**src/rtl/mem_emu_pkg.sv**
```systemverilog
package mem_emu_pkg;
  // Kind of processor bus cycle as decoded from the synchronised strobes.
  typedef enum logic [2:0] {
    CYC_IDLE   = 3'd0,
    CYC_MEM_RD = 3'd1,
    CYC_MEM_WR = 3'd2,
    CYC_IO_RD  = 3'd3,
    CYC_IO_WR  = 3'd4
  } cyc_e;

  // Event slots, in the order of the cycle kinds above.
  localparam int EV_MEM_RD = 0;
  localparam int EV_MEM_WR = 1;
  localparam int EV_IO_RD  = 2;
  localparam int EV_IO_WR  = 3;
  localparam int N_EV      = 4;
endpackage

```
**src/rtl/mem_emu_sync.sv**
```systemverilog
// Shift-register synchroniser / alignment delay of DEPTH stages.
module mem_emu_sync #(
  parameter int W = 1,
  parameter int DEPTH = 2,
  parameter logic [W-1:0] RST_VAL = '0
) (
  input  logic         clk,
  input  logic         rst,
  input  logic [W-1:0] d,
  output logic [W-1:0] q
);
  logic [DEPTH-1:0][W-1:0] stg;

  if (DEPTH == 1) begin : g_one
    always_ff @(posedge clk) begin
      if (rst) stg <= {DEPTH{RST_VAL}};
      else     stg <= d;
    end
  end else begin : g_many
    always_ff @(posedge clk) begin
      if (rst) stg <= {DEPTH{RST_VAL}};
      else     stg <= {stg[DEPTH-2:0], d};
    end
  end

  assign q = stg[DEPTH-1];
endmodule

```
**src/rtl/mem_emu_decode.sv**
```systemverilog
// Classifies the synchronised strobes and produces one-cycle events.
module mem_emu_decode
  import mem_emu_pkg::*;
#(
  parameter int AW = 8,
  parameter int DW = 8
) (
  input  logic            clk,
  input  logic            rst,
  input  logic [3:0]      strb,      // {mreq_n, iorq_n, rd_n, wr_n}
  input  logic [AW-1:0]   bus_addr,
  input  logic [DW-1:0]   bus_data,
  output cyc_e            kind_now,
  output logic [N_EV-1:0] evt,
  output logic [AW-1:0]   lat_addr,
  output logic [DW-1:0]   lat_data
);
  logic mreq_n_s, iorq_n_s, rd_n_s, wr_n_s;
  cyc_e cur_kind;

  assign {mreq_n_s, iorq_n_s, rd_n_s, wr_n_s} = strb;

  always_comb begin
    if (!mreq_n_s && !rd_n_s)      kind_now = CYC_MEM_RD;
    else if (!mreq_n_s && !wr_n_s) kind_now = CYC_MEM_WR;
    else if (!iorq_n_s && !rd_n_s) kind_now = CYC_IO_RD;
    else if (!iorq_n_s && !wr_n_s) kind_now = CYC_IO_WR;
    else                           kind_now = CYC_IDLE;
  end

  // Reads are counted as they begin; the other kinds as they end, so the
  // latched bus values are final.
  for (genvar k = 0; k < N_EV; k++) begin : g_evt
    localparam cyc_e KIND = cyc_e'(k + 1);
    if (k == EV_MEM_RD) begin : g_start
      assign evt[k] = (kind_now == KIND) && (cur_kind != KIND);
    end else begin : g_done
      assign evt[k] = (cur_kind == KIND) && (kind_now != KIND);
    end
  end

  always_ff @(posedge clk) begin
    if (rst) begin
      cur_kind <= CYC_IDLE;
      lat_addr <= '0;
      lat_data <= '0;
    end else begin
      cur_kind <= kind_now;
      if (kind_now != CYC_IDLE) begin
        lat_addr <= bus_addr;
        lat_data <= bus_data;
      end
    end
  end
endmodule

```
**src/rtl/mem_emu_store.sv**
```systemverilog
// ROM and RAM halves, each a simple dual-port array with synchronous read.
module mem_emu_store #(
  parameter int AW = 8,
  parameter int DW = 8
) (
  input  logic          clk,
  input  logic [AW-1:0] rd_addr,
  input  logic          wr_en,
  input  logic [AW-2:0] wr_addr,
  input  logic [DW-1:0] wr_data,
  input  logic          pl_en,
  input  logic [AW-2:0] pl_addr,
  input  logic [DW-1:0] pl_data,
  output logic [DW-1:0] rd_q
);
  localparam int IW    = AW - 1;
  localparam int DEPTH = 1 << IW;

  logic [DW-1:0] rom [DEPTH];
  logic [DW-1:0] ram [DEPTH];
  logic [DW-1:0] rom_q, ram_q;
  logic          sel_ram;

  always_ff @(posedge clk) begin
    if (pl_en) rom[pl_addr] <= pl_data;
    rom_q <= rom[rd_addr[IW-1:0]];
  end

  always_ff @(posedge clk) begin
    if (wr_en) ram[wr_addr] <= wr_data;
    ram_q <= ram[rd_addr[IW-1:0]];
  end

  always_ff @(posedge clk) sel_ram <= rd_addr[AW-1];

  assign rd_q = sel_ram ? ram_q : rom_q;
endmodule

```
**src/rtl/mem_emu_stats.sv**
```systemverilog
// One wrapping counter per event slot.
module mem_emu_stats
  import mem_emu_pkg::*;
#(
  parameter int CNT_W = 16
) (
  input  logic                    clk,
  input  logic                    rst,
  input  logic [N_EV-1:0]         evt,
  output logic [N_EV*CNT_W-1:0]   cnt_flat
);
  for (genvar k = 0; k < N_EV; k++) begin : g_cnt
    logic [CNT_W-1:0] cnt;
    always_ff @(posedge clk) begin
      if (rst)         cnt <= '0;
      else if (evt[k]) cnt <= cnt + 1'b1;
    end
    assign cnt_flat[k*CNT_W +: CNT_W] = cnt;
  end
endmodule

```
**src/rtl/mem_emu.sv**
```systemverilog
module mem_emu
  import mem_emu_pkg::*;
#(
  parameter int AW = 8,
  parameter int DW = 8,
  parameter int CNT_W = 16,
  parameter int SYNC_DEPTH = 2
) (
  input  logic             clk,
  input  logic             rst,
  input  logic             cpu_hold,
  input  logic             mreq_n,
  input  logic             iorq_n,
  input  logic             rd_n,
  input  logic             wr_n,
  input  logic [AW-1:0]    addr,
  input  logic [DW-1:0]    data_in,
  output logic [DW-1:0]    data_out,
  output logic             data_oe,
  output logic             xcvr_en,
  output logic             xcvr_dir,
  input  logic             pl_we,
  input  logic [AW-2:0]    pl_addr,
  input  logic [DW-1:0]    pl_data,
  output logic [CNT_W-1:0] cnt_mem_rd,
  output logic [CNT_W-1:0] cnt_mem_wr,
  output logic [CNT_W-1:0] cnt_io_rd,
  output logic [CNT_W-1:0] cnt_io_wr,
  output logic [AW-1:0]    io_last_addr,
  output logic [DW-1:0]    io_last_data
);
  localparam int IW = AW - 1;
  localparam int BW = AW + DW;

  logic [3:0]            strb_s;
  logic [BW-1:0]         bus_s;
  cyc_e                  kind_now;
  logic [N_EV-1:0]       evt;
  logic [AW-1:0]         lat_addr;
  logic [DW-1:0]         lat_data;
  logic [DW-1:0]         rd_q;
  logic [N_EV*CNT_W-1:0] cnt_flat;

  // Strobes go through the synchroniser; address/data ride an equal delay
  // so they stay aligned with the decoded cycle.
  mem_emu_sync #(.W(4), .DEPTH(SYNC_DEPTH), .RST_VAL(4'hF)) u_ssync (
    .clk(clk), .rst(rst), .d({mreq_n, iorq_n, rd_n, wr_n}), .q(strb_s)
  );

  mem_emu_sync #(.W(BW), .DEPTH(SYNC_DEPTH), .RST_VAL('0)) u_bsync (
    .clk(clk), .rst(rst), .d({addr, data_in}), .q(bus_s)
  );

  mem_emu_decode #(.AW(AW), .DW(DW)) u_dec (
    .clk(clk), .rst(rst), .strb(strb_s),
    .bus_addr(bus_s[BW-1:DW]), .bus_data(bus_s[DW-1:0]),
    .kind_now(kind_now), .evt(evt), .lat_addr(lat_addr), .lat_data(lat_data)
  );

  mem_emu_store #(.AW(AW), .DW(DW)) u_mem (
    .clk(clk),
    .rd_addr(bus_s[BW-1:DW]),
    .wr_en(evt[EV_MEM_WR] & lat_addr[AW-1]),
    .wr_addr(lat_addr[IW-1:0]),
    .wr_data(lat_data),
    .pl_en(cpu_hold & pl_we),
    .pl_addr(pl_addr),
    .pl_data(pl_data),
    .rd_q(rd_q)
  );

  mem_emu_stats #(.CNT_W(CNT_W)) u_stats (
    .clk(clk), .rst(rst), .evt(evt), .cnt_flat(cnt_flat)
  );

  assign cnt_mem_rd = cnt_flat[EV_MEM_RD*CNT_W +: CNT_W];
  assign cnt_mem_wr = cnt_flat[EV_MEM_WR*CNT_W +: CNT_W];
  assign cnt_io_rd  = cnt_flat[EV_IO_RD*CNT_W +: CNT_W];
  assign cnt_io_wr  = cnt_flat[EV_IO_WR*CNT_W +: CNT_W];

  always_ff @(posedge clk) begin
    if (rst) begin
      data_out     <= '0;
      data_oe      <= 1'b0;
      xcvr_en      <= 1'b0;
      xcvr_dir     <= 1'b0;
      io_last_addr <= '0;
      io_last_data <= '0;
    end else begin
      data_out <= rd_q;
      data_oe  <= (kind_now == CYC_MEM_RD);
      xcvr_en  <= (kind_now == CYC_MEM_RD) || (kind_now == CYC_IO_RD);
      xcvr_dir <= (kind_now == CYC_MEM_RD) || (kind_now == CYC_IO_RD);
      if (evt[EV_IO_RD] || evt[EV_IO_WR]) begin
        io_last_addr <= lat_addr;
        io_last_data <= lat_data;
      end
    end
  end
endmodule

```
**config.mk**
```make
export PLATFORM = sky130hd
export DESIGN_NAME = mem_emu
export DESIGN_NICKNAME = d
export VERILOG_FILES = /design/src/rtl/mem_emu_pkg.sv /design/src/rtl/mem_emu_sync.sv /design/src/rtl/mem_emu_decode.sv /design/src/rtl/mem_emu_store.sv /design/src/rtl/mem_emu_stats.sv /design/src/rtl/mem_emu.sv
export SDC_FILE = /design/constraint.sdc
export NUM_CORES = 2
export LEC_CHECK = 0
export BUFFER_PORTS_ARGS = -buffer_cell sky130_fd_sc_hd__buf_2
export CAP_MARGIN = 10
export CORE_MARGIN = 5
export CORE_UTILIZATION = 45
export DETAILED_ROUTE_END_ITERATION = 10
export GPL_TIMING_DRIVEN = 0
export MAX_ROUTING_LAYER = met4
export SLEW_MARGIN = 25
export SYNTH_ARGS = -nofsm -noshare
export SYNTH_HDL_FRONTEND = slang
export SYNTH_HIERARCHICAL = 1
export SYNTH_SLANG_ARGS = --single-unit
export TNS_END_PERCENT = 5
```
**constraint.sdc**
```tcl
create_clock -name clk -period 6.9 [get_ports clk]
set_input_delay 0.69 -clock clk [delete_from_list [all_inputs] [get_ports clk]]
set_output_delay 0.69 -clock clk [all_outputs]
set_load 0.01 [all_outputs]
```
==> metrics.csv <==
stage,metric,value,unit
synthesis,Syn Area/Cell,22.01,sq um
sta,shortest period the worst path allows,4426,ps
placed_design,number of instances in the placed design,6524,
synthesis,number of nets in the synthesized netlist,3916,
worst_setup_path,crit path max fanout,10,
power,worst ir drop on vdd,225.1,uV
power,logic gate share of total power,3.2,%
sta,setup repair after global routing missed its margin,false,
power,Flop pwr share,54.2,%
synthesis,Synth Warn #,6,
global_route,global-route wire length before repair,303.9,mm
power,leakage dissipation,26.82,nW
synthesis,number of unique standard cell types used by synthesis,48,
worst_setup_path,worst setup path class,flop to flop,
sta,post-route clock period utilization,64.15,%
global_route,antenna violations before repair,9,
run_status,status,finished clean,
worst_setup_path,buffering stage count on the worst path with inverters included,4,
worst_setup_path,data arrival time of the critical path,5160,ps
placed_design,dpl ws,2478,ps
final_layout,Finished Layout Cells,6936,
worst_setup_path,kind of cell adding the most delay to the critical path,buffers and inverters,
worst_setup_path,flop-to-flop setup slack,2470,ps
routing,Starting DRT DRC Count,4332,
synthesis,library cell occupying the most area in the post-synthesis netlist,edfxtp_1,
synthesis,part of the Yosys area used for sequential elements,76.05,%
sta,final clock skew,37.15,ps
clocking,number of CTS-inserted buffers,214,
power,power share of the clock group,42.6,%
clocking,clock input transition at the sequential cells of the worst setup and hold paths,60,ps
final_layout,count of nets after finishing,4294,
worst_setup_path,dominant cell type by count on the critical path,mux4_2,
global_route,maximum number of pins on one net before global-route repair,89,
placed_design,HPWL after detailed placement,149.0,mm
final_layout,area of the multi-input gates,0.01941,sq mm
clocking,CTS tree,yes,
die,starting utilization of the core area,45.29,%
sta,final setup violation count,0,
power,share of total power consumed by net switching,20.41,%
placed_design,I/O Buffers,126,
clocking,CTS H-tree depth,4,
clocking,Clock Root Buffer,clkbuf_16,
power,switching power summed over all nets,5.495,mW
routing,number of detailed-route iterations in the first pass,9,
routing,count of nets left with antenna violations after detail routing,0,
worst_setup_path,capturing element type of the critical path,flop,
worst_setup_path,worst stage delay on the critical path,830,ps
final_layout,fraction of layout instances using a drive strength above 1,29.79,%
routing,detailed-route DRC error count,0,
die,num rows,159,
routing,total via count after detailed routing,40730,
placed_design,Final GP Congestion,0.9026,
sta,peak clock frequency supported by timing,225.9,MHz
sta,count of pins over their slew limit,0,
synthesis,main area contributors after synthesis,"edfxtp_1, mux4_2, dfxtp_1, nor2_1, clkbuf_1",
power,power density over the cells,277.8,mW/mm^2
synthesis,top-area cell type share of the netlist area,72.15,%
global_route,total track usage,22.25,%
final_layout,FF+latch area,0.06485,sq mm
global_route,aggregate global routing overflow,0,
worst_setup_path,element type at the critical path start,flop,
clocking,setup bufs post-CTS,0,
synthesis,"EDFF count, synth",2048,
die,# IOs,130,
sta,number of hold violations in the final report,0,
power,total power draw,26.92,mW
clocking,count of clock tree sinks,2214,
sta,post-route setup TNS,0,ps
global_route,number of global-route vias before repair,40600,
synthesis,fraction of registers with async set/reset,0,%
sta,Final Worst Setup Slack,2474,ps
die,area inside the core boundary,0.1882,sq mm
worst_setup_path,cells along the critical path,buf_4 > clkbuf_1 > clkbuf_2 > clkbuf_1 > mux4_2 > mux4_2 > mux4_2 > mux2_2,
routing,"wirelength, routed",214.0,mm
sta,actual slew at the worst max-slew pin,1214,ps
hold_path,worst min-delay path class,input pin to flop,
synthesis,primary flip-flop cell chosen by synthesis mapping,edfxtp_1,
die,vertical die dimension,445.2,um
worst_setup_path,Worst path slowest cell,clkbuf_1,
synthesis,mapped cell area,0.08524,sq mm
power,Internal Power,21.42,mW
routing,Wirelength per Cell,30.86,um
routing,via density per instance,5.872,
synthesis,count of mapped cells out of synthesis,3873,
final_layout,synth-to-layout area growth,13.69,%
die,die outline area,0.1982,sq mm
sta,max-slew headroom at the worst pin,18.91,%
die,die width,445.2,um
clocking,latest clock arrival within the worst-skew pair,840,ps
synthesis,register bit count reported by yosys,2214,
clocking,buffer depth of the longest clock path,3,
worst_setup_path,worst endpoint required time,7630,ps
flow_run,max-cap violation count,0,
final_layout,fill cell total of the finished layout,14861,
sta,smallest hold slack,70.82,ps
cells in the mapped netlist (20+ instances only):
master    number
edfxtp_1    2048
mux4_2       672
nor2_1       317
dfxtp_1      166
clkbuf_1     109
nor2b_1       60
buf_2         57
nand2_1       46
nand2b_1      39
nand3_1       30
a21oi_1       28
buf_1         27
xnor2_1       26
buf_4         25
mux2_2        24
o21ai_0       24
nand4_1       23
xor2_1        22
mux2i_1       20
cells by family (layout without fill, tap and decap cells):
kind of cell             count (synthesis)  after routing  share of synthesized area (%)
flip-flops                            2214           2214                          76.05
AO/OA/AOI/OAI                           56             56                         0.3596
AND/OR/NAND/NOR                        604            604                          3.472
other                                    0              7                              0
buffers and inverters                  229            790                          1.236
multiplexers                           718            718                          18.33
XOR/XNOR                                48             48                         0.4932
adder cells (fa/ha/maj)                  4              4                        0.05872
final timing paths:
check	end	depth (start not counted)	from
worst max-delay path	u_mem/rom_q[2]$_DFF_P_	8	u_bsync/q[10]$_SDFF_PP0_
worst min-delay path	u_bsync/stg[0]$_SDFF_PP0_	2	data_in[0]
worst max register to register	u_mem/rom_q[2]$_DFF_P_	8	u_bsync/q[10]$_SDFF_PP0_
worst min register to register	u_ssync/q[3]$_SDFF_PP1_	1	u_ssync/stg[3]$_SDFF_PP1_
metal layers:
metal | part of all wire [%] | GRT usage (%)
met1 | 41 | 30.87
met2 | 48 | 33.93
met3 | 8.5 | 5.190
met4 | 2.5 | 5.366
met5 | 0 | -
flip-flops by register name (all words and copies together) (netlist names), 3 cells and up:
name and flops:
u_mem/ram_q 8, u_mem/rom 1024, u_mem/ram 1024, data_out 8
u_bsync/stg 16, u_bsync/q 16, u_mem/rom_q 8, u_dec/cur_kind 3
u_ssync/q 4, u_dec/lat_addr 8, u_dec/lat_data 8, io_last_data 8
io_last_addr 8, u_ssync/stg 4, u_stats/g_cnt.cnt 64
through the flow:
stage | util, % | area, sq um
2_1_floorplan | - | 85240
3_3_place_gp | 47.29 | 88990
3_5_place_dp | 47.78 | 89920
4_1_cts | 51.48 | 96880
5_1_grt | 51.49 | 96900
6_report | 51.49 | 96910
repair_timing:
action                                 CTS  global route
setup endpoints to repair                0             0
endpoints found under the hold margin    6             0
hold buffers                             6             0
resized for setup                        0             0
cells in the final DEF, fill, tap and decap left out, types with 28 or more instances in the layout:
| cell | Yosys | layout |
|---|---|---|
| clkbuf_16 | 0 | 216 |
| nand2b_1 | 39 | 39 |
| clkbuf_1 | 109 | 124 |
| nor2_1 | 317 | 314 |
| clkbuf_2 | 2 | 39 |
| nor2b_1 | 60 | 59 |
| nand3_1 | 30 | 30 |
| clkinv_2 | 0 | 34 |
| a21oi_1 | 28 | 28 |
| edfxtp_1 | 2048 | 2048 |
| mux4_2 | 672 | 672 |
| nand2_1 | 46 | 46 |
| clkinv_1 | 0 | 44 |
| dfxtp_1 | 166 | 158 |
| buf_2 | 57 | 181 |
power by group through the flow:
| stage | sequential (mW) | combinational, mW | clock (mW) |
|---|---|---|---|
| 2_1_floorplan | 14.9 | 0.436 | 0 |
| 3_3_place_gp | 14.9 | 0.800 | 0 |
| 3_5_place_dp | 14.9 | 0.852 | 0 |
| 4_1_cts | 14.6 | 0.856 | 11.7 |
| 5_1_grt | 14.6 | 0.891 | 12.3 |
| 6_report | 14.6 | 0.850 | 11.5 |
cell type report:
type                       instances  area share, %
sequential                      2214          66.92
multi-input combinational       1430          20.03
clock buffer                     278          5.942
tap                             2495          3.221
timing repair buffer             162          1.544
clock inverter                   121          1.181
buffer                           223          1.119
inverter                           6        0.02324
antenna                            7        0.01808
Power figures use the tool's default switching activity.
